==> config.mk <==
export PLATFORM = sky130hd
export DESIGN_NAME = cap_chain_walker
export DESIGN_NICKNAME = d
export VERILOG_FILES = /design/src/rtl/cap_chain_walker.sv
export SDC_FILE = /design/constraint.sdc
export NUM_CORES = 1
export LEC_CHECK = 0
export ABC_CLOCK_PERIOD_IN_PS = 5300
export BUFFER_PORTS_ARGS = -buffer_cell sky130_fd_sc_hd__buf_2
export CAP_MARGIN = 10
export CORE_UTILIZATION = 57
export CTS_BUF_LIST = sky130_fd_sc_hd__clkbuf_8
export CTS_CLUSTER_DIAMETER = 100
export DETAILED_ROUTE_END_ITERATION = 8
export GPL_TIMING_DRIVEN = 0
export PLACE_DENSITY = 0.8
export RECOVER_POWER = 50
export SYNTH_ARGS = -nofsm -noshare
export SYNTH_HDL_FRONTEND = slang
export SYNTH_SLANG_ARGS = --single-unit
==> constraint.sdc <==
create_clock -name clk -period 5.3 [get_ports clk]
set_input_delay 0.795 -clock clk [delete_from_list [all_inputs] [get_ports clk]]
set_output_delay 0.795 -clock clk [all_outputs]
set_load 0.005 [all_outputs]
==> src/rtl/cap_chain_walker.sv <==
module cap_chain_walker #(
  parameter int AW         = 20,
  parameter int MAX_LEVELS = 4,
  parameter int CAP_AREA   = 64,
  parameter int CTRL_WORD  = 16
) (
  input  logic          clk,
  input  logic          rst_n,
  input  logic          req_valid,
  output logic          req_ready,
  input  logic [AW-1:0] req_pbase,
  input  logic [31:0]   req_vaddr,
  input  logic [2:0]    req_rights,
  output logic          mem_rd,
  output logic [AW-1:0] mem_addr,
  input  logic          mem_rvalid,
  input  logic [31:0]   mem_rdata,
  output logic          done,
  output logic [2:0]    fault,
  output logic [AW-1:0] phys_addr,
  output logic [2:0]    granted
);
  localparam int LW = $clog2(MAX_LEVELS + 1);
  localparam logic [LW-1:0] LAST = LW'(MAX_LEVELS - 1);
  localparam logic [2:0] F_OK = 3'd0, F_SEG = 3'd1, F_TYPE = 3'd2, F_RANGE = 3'd3,
                         F_DEPTH = 3'd4, F_OFFSET = 3'd5, F_RIGHTS = 3'd6;

  typedef enum logic [2:0] {S_IDLE, S_SEG, S_CAPA, S_CAPB, S_CTRL, S_PAR, S_PRLA, S_PRLB} st_t;

  st_t           st;
  logic          pend, first, master;
  logic [AW-1:0] pb, prlb, parpb, acc_b, phys_q;
  logic [3:0]    seg;
  logic [7:0]    idx, slot;
  logic [15:0]   off, acc_s;
  logic [2:0]    rq, acc_r, fault_q, granted_q;
  logic [31:0]   wa;
  logic [LW-1:0] lvl;
  logic          done_q;

  assign req_ready = (st == S_IDLE);
  assign mem_rd    = (st != S_IDLE) && !pend;
  assign done      = done_q;
  assign fault     = fault_q;
  assign phys_addr = phys_q;
  assign granted   = granted_q;

  wire [15:0]   d_base = mem_rdata[31:16];
  wire [15:0]   d_size = mem_rdata[15:0];
  wire [AW:0]   reach  = {1'b0, acc_b} + {{(AW-15){1'b0}}, acc_s};
  wire          overrun = !first && (reach > {{(AW-15){1'b0}}, d_size});
  wire [AW-1:0] nb = first ? {{(AW-16){1'b0}}, d_base} : acc_b + {{(AW-16){1'b0}}, d_base};
  wire [15:0]   ns = first ? d_size : acc_s;
  wire [2:0]    cap_mask = wa[26:24] & ((wa[31:30] == 2'b10) ? 3'b110 : 3'b111);
  wire [2:0]    nr_cap = first ? cap_mask : (acc_r & cap_mask);
  wire [2:0]    nr_prl = acc_r & wa[26:24];
  wire [AW-1:0] cap_at = pb + AW'(CAP_AREA) + {{(AW-17){1'b0}}, slot, idx, 1'b0};
  wire [AW-1:0] prl_at = prlb + {{(AW-9){1'b0}}, idx, 1'b0};
  wire [AW-1:0] phys_ok = wa[AW-1:0] + nb + {{(AW-16){1'b0}}, off};

  always_comb begin
    case (st)
      S_SEG:   mem_addr = pb + {{(AW-4){1'b0}}, seg};
      S_CAPA:  mem_addr = cap_at;
      S_CAPB:  mem_addr = cap_at + AW'(1);
      S_CTRL:  mem_addr = pb + AW'(CTRL_WORD);
      S_PAR:   mem_addr = pb + AW'(CTRL_WORD + 1);
      S_PRLA:  mem_addr = prl_at;
      S_PRLB:  mem_addr = prl_at + AW'(1);
      default: mem_addr = '0;
    endcase
  end

  logic [2:0] step_fault;
  always_comb begin
    step_fault = F_OK;
    case (st)
      S_SEG:  if (!mem_rdata[31]) step_fault = F_SEG;
      S_CAPA: if (mem_rdata[31:30] == 2'b00 || mem_rdata[31:30] == 2'b11) step_fault = F_TYPE;
      S_CAPB: if (overrun) step_fault = F_RANGE;
      S_CTRL: if (!mem_rdata[31] && lvl == LAST) step_fault = F_DEPTH;
      S_PRLB: begin
        if (overrun) step_fault = F_RANGE;
        else if (master && off >= ns) step_fault = F_OFFSET;
        else if (master && (rq & ~nr_prl) != 3'b000) step_fault = F_RIGHTS;
      end
      default: step_fault = F_OK;
    endcase
  end
  wire finish = (step_fault != F_OK) || (st == S_PRLB && master);

  always_ff @(posedge clk or negedge rst_n) begin
    if (!rst_n) begin
      st <= S_IDLE; pend <= 1'b0; first <= 1'b0; master <= 1'b0;
      pb <= '0; prlb <= '0; parpb <= '0; acc_b <= '0; phys_q <= '0;
      seg <= '0; idx <= '0; slot <= '0; off <= '0; acc_s <= '0;
      rq <= '0; acc_r <= '0; fault_q <= '0; granted_q <= '0; wa <= '0;
      lvl <= '0; done_q <= 1'b0;
    end else begin
      done_q <= 1'b0;
      if (st == S_IDLE) begin
        if (req_valid) begin
          pb    <= req_pbase;
          seg   <= req_vaddr[31:28];
          idx   <= req_vaddr[23:16];
          off   <= req_vaddr[15:0];
          rq    <= req_rights;
          first <= 1'b1;
          lvl   <= '0;
          st    <= S_SEG;
        end
      end else if (!pend) begin
        pend <= 1'b1;
      end else if (mem_rvalid) begin
        pend <= 1'b0;
        if (finish) begin
          done_q    <= 1'b1;
          fault_q   <= step_fault;
          phys_q    <= (step_fault == F_OK) ? phys_ok : '0;
          granted_q <= (step_fault == F_OK) ? nr_prl : 3'b000;
          st        <= S_IDLE;
        end else begin
          case (st)
            S_SEG:  begin slot <= mem_rdata[7:0]; st <= S_CAPA; end
            S_CAPA: begin wa <= mem_rdata; st <= S_CAPB; end
            S_CAPB: begin
              acc_b <= nb; acc_s <= ns; acc_r <= nr_cap;
              idx <= wa[23:16]; first <= 1'b0; st <= S_CTRL;
            end
            S_CTRL: begin
              master <= mem_rdata[31];
              prlb   <= mem_rdata[AW-1:0];
              st     <= mem_rdata[31] ? S_PRLA : S_PAR;
            end
            S_PAR:  begin parpb <= mem_rdata[AW-1:0]; st <= S_PRLA; end
            S_PRLA: begin wa <= mem_rdata; st <= S_PRLB; end
            S_PRLB: begin
              acc_b <= nb; acc_r <= nr_prl;
              pb <= parpb; seg <= wa[31:28]; idx <= wa[23:16];
              lvl <= lvl + LW'(1);
              st <= S_SEG;
            end
            default: st <= S_IDLE;
          endcase
        end
      end
    end
  end

  p_done_pulse_r10: assert property (@(posedge clk) disable iff (!rst_n) done |=> !done);
  p_fault_zero_r10: assert property (@(posedge clk) disable iff (!rst_n)
    (done && fault != F_OK) |-> (phys_addr == '0 && granted == 3'b000));
  p_quiet_idle_r10: assert property (@(posedge clk) disable iff (!rst_n) req_ready |-> !mem_rd);
  p_one_read_r10: assert property (@(posedge clk) disable iff (!rst_n) mem_rd |=> !mem_rd);
  p_rights_subset_r8: assert property (@(posedge clk) disable iff (!rst_n)
    (done && fault == F_OK) |-> ((rq & ~granted) == 3'b000));
  p_offset_inside_r7: assert property (@(posedge clk) disable iff (!rst_n)
    (done && fault == F_OK) |-> (off < acc_s));
  p_depth_bound_r9: assert property (@(posedge clk) disable iff (!rst_n) lvl <= LAST);
endmodule

-- Word-level counts from Yosys, hierarchy flattened
Cells that the tools add are included.
W data, S select, Z words.
- magnitude comparators: 2
- bitwise operators: 7
- reduce and logical (&&, ||, !) cells: 38
- equal/unequal tests: 12
- $mul: 0
- add/subtract/negate cells: 13
- multiplexer cells: 59
- shift-type cells: 0
- div/mod/pow operators: 0
- operator list (cell ; count):
    $mux W20 ; 8
    $pmux W20 S7 ; 1
    $mux W3 ; 17
    $reduce_and A5 Y1 ; 10
    $mux W8 ; 6
    $add A20 B1 Y20 const B ; 2
    $add A20 B16 Y20 ; 2
    $add A20 B5 Y20 const B ; 2
    $mux W4 ; 6
    $add A20 B16 Y21 ; 1
    $gt A21 B16 Y1 ; 1
    $pmux W3 S7 ; 1
    $add A20 B17 Y20 ; 1
    $add A20 B20 Y20 ; 1
    $add A20 B4 Y20 ; 1
    $add A20 B7 Y20 const B ; 1
    $add A20 B9 Y20 ; 1
    $ge A16 B16 Y1 ; 1
    $mux W16 ; 1
    $pmux W3 S5 ; 1
    $mux W1 ; 14
    $and A3 B3 Y3 ; 4
    $eq A3 B3 Y1 const B ; 4
    $reduce_bool A2 Y1 ; 6
    other kinds (19) ; 38
- output and inout bits: 49
- flip-flop bits (word level): 206
- latch bits: 0
- memories: 0
- RAM bits: 0
- ROM bits: 0

-- Depth between registers and ports, before layout
- depth after elaboration: 15
- depth in mapped cells: 22

-- Worst setup path after synthesis
OpenSTA, ideal clock, no wires.
- kind: input-to-reg
- start point: in mem_rdata[16]
- end point: reg phys_q[19] (netlist: phys_addr[19])
- required time: 5.179 ns
- buffers on the path: 0
- slack: -0.178 ns
- arrival: 5.357 ns
- cell stages on the path: 20
- cell sequence: ha_1 > fa_1 > a21o_1 > a21o_1 > a21oi_1 > o21ai_0 > a311oi_1 > o41ai_1 > a211oi_1 > nor3_1 > mux2_2 > fa_1 > ha_1 > a21o_1 > a21oi_1 > o21ai_0 > or3_1 > a21oi_1 > xnor3_1 > a22o_1
- longest elaborated chain between the ends: 5
- ends and longest elaborated chain (item ; line ; RTL):
    start, declared ; 17 ; input logic [31:0] mem_rdata,
    $add A20 B16 Y20 ; 52 ; wire [AW-1:0] nb = first ? {{(AW-16){1'b0}}, d_base} : acc_b + {{(AW-16){1'b0}}, d_base};
    $mux W20 ; 52 ;
    net nb[14] ; 52 ;
    $add A20 B20 Y20 ; 59 ; wire [AW-1:0] phys_ok = wa[AW-1:0] + nb + {{(AW-16){1'b0}}, off};
    $add A20 B16 Y20 ; 59 ;
    $mux W20 ; 119 ; phys_q <= (step_fault == F_OK) ? phys_ok : '0;
    end signal, assigned ; 119 ;
    end, declared ; 32 ; logic [AW-1:0] pb, prlb, parpb, acc_b, phys_q;
The timed path passes the listed nets, and every way through them passes these cells.
A chain may end at the register's enable or synchronous reset.

-- Worst setup path after layout
- start point: reg acc_b[0]
- end point: reg fault_q[0] (netlist: fault[0])
- longest elaborated chain between the ends: 8
- elaborated cells on any way between the ends: 9
- those cells by class: add/sub: 1; order compare: 1; mux: 3; reduce/logical: 4
- ends and longest elaborated chain (item ; line ; RTL):
    start, declared ; 32 ;
    start signal, assigned ; 127 ; acc_b <= nb; acc_s <= ns; acc_r <= nr_cap;
    start signal, assigned ; 138 ; acc_b <= nb; acc_r <= nr_prl;
    $add A20 B16 Y21 (*) ; 50 ; wire [AW:0] reach = {1'b0, acc_b} + {{(AW-15){1'b0}}, acc_s};
    $gt A21 B16 Y1 (*) ; 51 ; wire overrun = !first && (reach > {{(AW-15){1'b0}}, d_size});
    $logic_and A1 B1 Y1 (*) ; 51 ;
    $mux W3 / $mux W2 (equally long branches) ; 83, 80 ;
    $pmux W3 S5 (*) ; 77 ; case (st)
    $reduce_bool A3 Y1 ; 90 ; wire finish = (step_fault != F_OK) || (st == S_PRLB && master);
    $logic_or A1 B1 Y1 ; 90 ;
    $reduce_and A4 Y1 (no line) ; -- ;
    end signal, assigned ; 118 ; fault_q <= step_fault;
    end, declared ; 36 ; logic [2:0] rq, acc_r, fault_q, granted_q;
Every way passes the cells marked *; elsewhere a longest branch is shown, timed or not.

==> impl_results.md <==
- Antenna cells: 0
- Grt total ovfl: 0
- Pleak: 8.74 nW
- Routed WL: 49900 um
- Post-route setup TNS: 0 ns
- Total die area: 0.0280 mm^2
- Vias in the first global route: 14000
- Endpoint class of the critical path: flip-flop
- Cell Chain, Critical Path: ha_2 > inv_1 > fa_1 > nand2b_1 > a21oi_2 > o211ai_1 > and2_4 > o21ai_2 > a31oi_1 > xnor2_1 > ha_1 > a2111oi_2 > a21oi_1 > o21ai_2 > o221ai_4 > a221o_1 > a211oi_4 > a31o_2 > buf_8 > mux2_1
- Starting Density: 0.581
- RSZ-0062 raised after global routing: yes
- Fill count: 2055
- Worst Skew: 0.0279 ns
- Yosys top cell area share: 0.329
- Die H: 167 um
- Worst Hold Class: input port to flip-flop
- Dpl ws: -1.29 ns
- WHS: 0.472 ns
- CP required: 5.71 ns
- Syn Nets: 1868
- Synth area leader: dfrtp_1
- Number of cell rows: 60
- Worst slew pin tran: 3.13 ns
- Final worst slack: 0.0795 ns
- Post-Syn Area per Cell: 9.63 um^2
- H-tree Lvls: 2
- Antenna violations before repair: 0
- Slowest-stage cell, CP: a221o_1
- CTS Buffer Depth: 3
- R2r worst-path depth: 20
- Ratio of total power to cell area: 791 mW/mm^2
- Top FF cell, synth: dfrtp_1
- I/O Buffers: 135
- Max stage delay on crit path: 0.44 ns
- Die width: 167 um
- Vias per std cell: 6.37
- RD Place Congestion: 0.981
- Antenna viol nets, final: 0
- HPWL after detailed placement: 38000 um
- Fin crit share: 0.985
- CP max FO: 5
- Outcome: finished, violations left
- Area of the mapped netlist: 0.0156 mm^2
- Failing checks: capacitance limit, slew limit
- Critical Path End: fault[0]
- Number of flops mapped to enable cells by yosys: 0
- DRT iter0 DRCs: 1227
- RR Startpoint: acc_b[0]
- Fin. Hold Viols: 0
- Largest net degree at the start of global routing: 123
- Post-CTS Hold Fix Bufs: 0
- Number of max-cap violations: 1
- Min Tclk post-route: 5.22 ns
- Layout Nets: 2074
- Crit path launch type: flip-flop
- Most frequent CP cell: o21ai_2
- Total core area: 0.0269 mm^2
- Total Power: 0.0145 W
- First-pass iteration count of the detailed router: 6
- TritonCTS Sinks: 205
- Synth cell types: 92
- Fmax: 192 MHz
- Sequential area share after synthesis: 0.329
- Crit Path Category: flip-flop to flip-flop
- Count leader, synth: dfrtp_1
- # DRC: 0
- Root Driver: clkbuf_8
- Ys Warns: 0
- R2r setup slk: 0.08 ns
- Crit. Startpoint: acc_b[0]
- First-pass GRT wire length: 76500 um
- Max Slew Vio Count: 122
- Post-Synthesis Cells: 1621
- Ys async rst share: 1.00
- Slew HR: -1.08
- Post-layout util: 0.680
- Cts bufs inserted: 37
- WP data arrival: 5.63 ns
- Share of cells above drive strength 1: 0.236
- Final setup viols: 0
- CTS tree: done
- Area delta synth->final: 17.1%
- I/O pin cnt: 140
- GRT Overall Usage: 0.355
- R2R Path End: fault[0]
- Dominant cells by area after synthesis: dfrtp_1, ha_1, mux2_2, mux2i_1, o21ai_0
- Max VDD drop: 0.604 mV
- Clock Pin Slew Worst Setup and Hold Paths: 0.06 ns
- Vias post-DR: 14000
- Most frequent cells after synthesis: dfrtp_1, nand2_1, ha_1
- Synth Register Bits: 205
- WL per Instance: 22.7 um
- Clk_lat worst skew: 0.55 ns
-- how the worst min path moves through the flow --
stage	to	cells past startpoint	startpoint	slack (ns)
CTS	phys_addr[10]	1	rst_n	0.40
global route	off[12]	2	req_vaddr[12]	0.47
global placement	fault[2]	1	fault[2]	0.46
floorplan	seg[0]	2	seg[0]	0.44
finish	off[14]	2	req_vaddr[14]	0.47
detailed placement	fault[2]	1	fault[2]	0.48
-- layout make-up --
| cell class | count | area (um^2) | share of cell area |
|---|---|---|---|
| inverter | 83 | 312 | 0.0170 |
| buffer | 63 | 388 | 0.0212 |
| clock inverter | 20 | 165 | 0.00904 |
| multi-input combinational | 1266 | 10200 | 0.561 |
| sequential | 205 | 5140 | 0.281 |
| timing repair buffer | 171 | 978 | 0.0535 |
| clock buffer | 45 | 619 | 0.0339 |
| tap | 341 | 427 | 0.0233 |
-- critical path, delay by kind of cell, from the launching register on --
kind	cells	cell delay (ns)
and+or+nand+nor	2	0.39
DFF	1	0.41
AOI/OAI and AO/OA	11	2.55
xor gates and xnor gates	1	0.27
adders and majority gates	3	0.95
buffers and inverters	2	0.18
muxes	1	0.33
-- sequential cells by signal, summed over array words and instances, names as in the netlist, 4 cells and up --
signal / count
acc_b: 20
acc_s: 16
idx: 8
off: 16
parpb: 20
pb: 20
phys_addr: 20
prlb: 20
seg: 4
slot: 8
wa: 31
-- what timing repair did --
item,in CTS,in global routing
endpoints found under the setup margin,160,158
hold endpoints to repair,0,0
setup buffers,18,16
pin swaps,16,40
resized for setup,52,68
-- layer usage --
layer / share of wire / global-route usage / routed length [um]
met5: 0 / 0 / 0
met4: 0.060 / 0.215 / 2990
met3: 0.073 / 0.0513 / 3620
met2: 0.48 / 0.593 / 23800
met1: 0.39 / 0.436 / 19500
-- metrics by stage --
step	std cells	area, um^2
after floorplan	1621	15600
after global placement	2097	16700
after detailed placement	2099	16800
after CTS	2180	17900
after global routing	2194	18300
final	2194	18300
-- cell usage in the layout (no fill, tap or decap), drive strengths merged, types with 13 or more instances in the layout --
master  instances
mux2          124
a31oi          14
o21ai         111
buf           186
o211ai         20
o21a           13
a22o           22
inv            93
and2           16
nand2         141
a21o           35
fa             22
a21oi          80
and3           20
a211oi         19
ha            134
nor4           14
nor2           81
clkbuf         93
dfrtp         205
mux2i          64
xor2           38
nor3           41
xnor2          58
nand3          29
-- where the power goes --
group          internal (W)  total [W]  switching, W  leakage, nW
logic               0.00432    0.00990       0.00558         5.72
registers           0.00226    0.00298      0.000720         2.58
clock network      0.000914    0.00159      0.000674        0.443
-- cells by family after synthesis --
kind of cell | share of synthesized area
mux | 0.131
buf+inv | 0.0415
compound gates | 0.180
flops | 0.329
fa+ha+maj | 0.136
xor+xnor | 0.0553
simple gates | 0.128
Power figures use the tool's default switching activity.
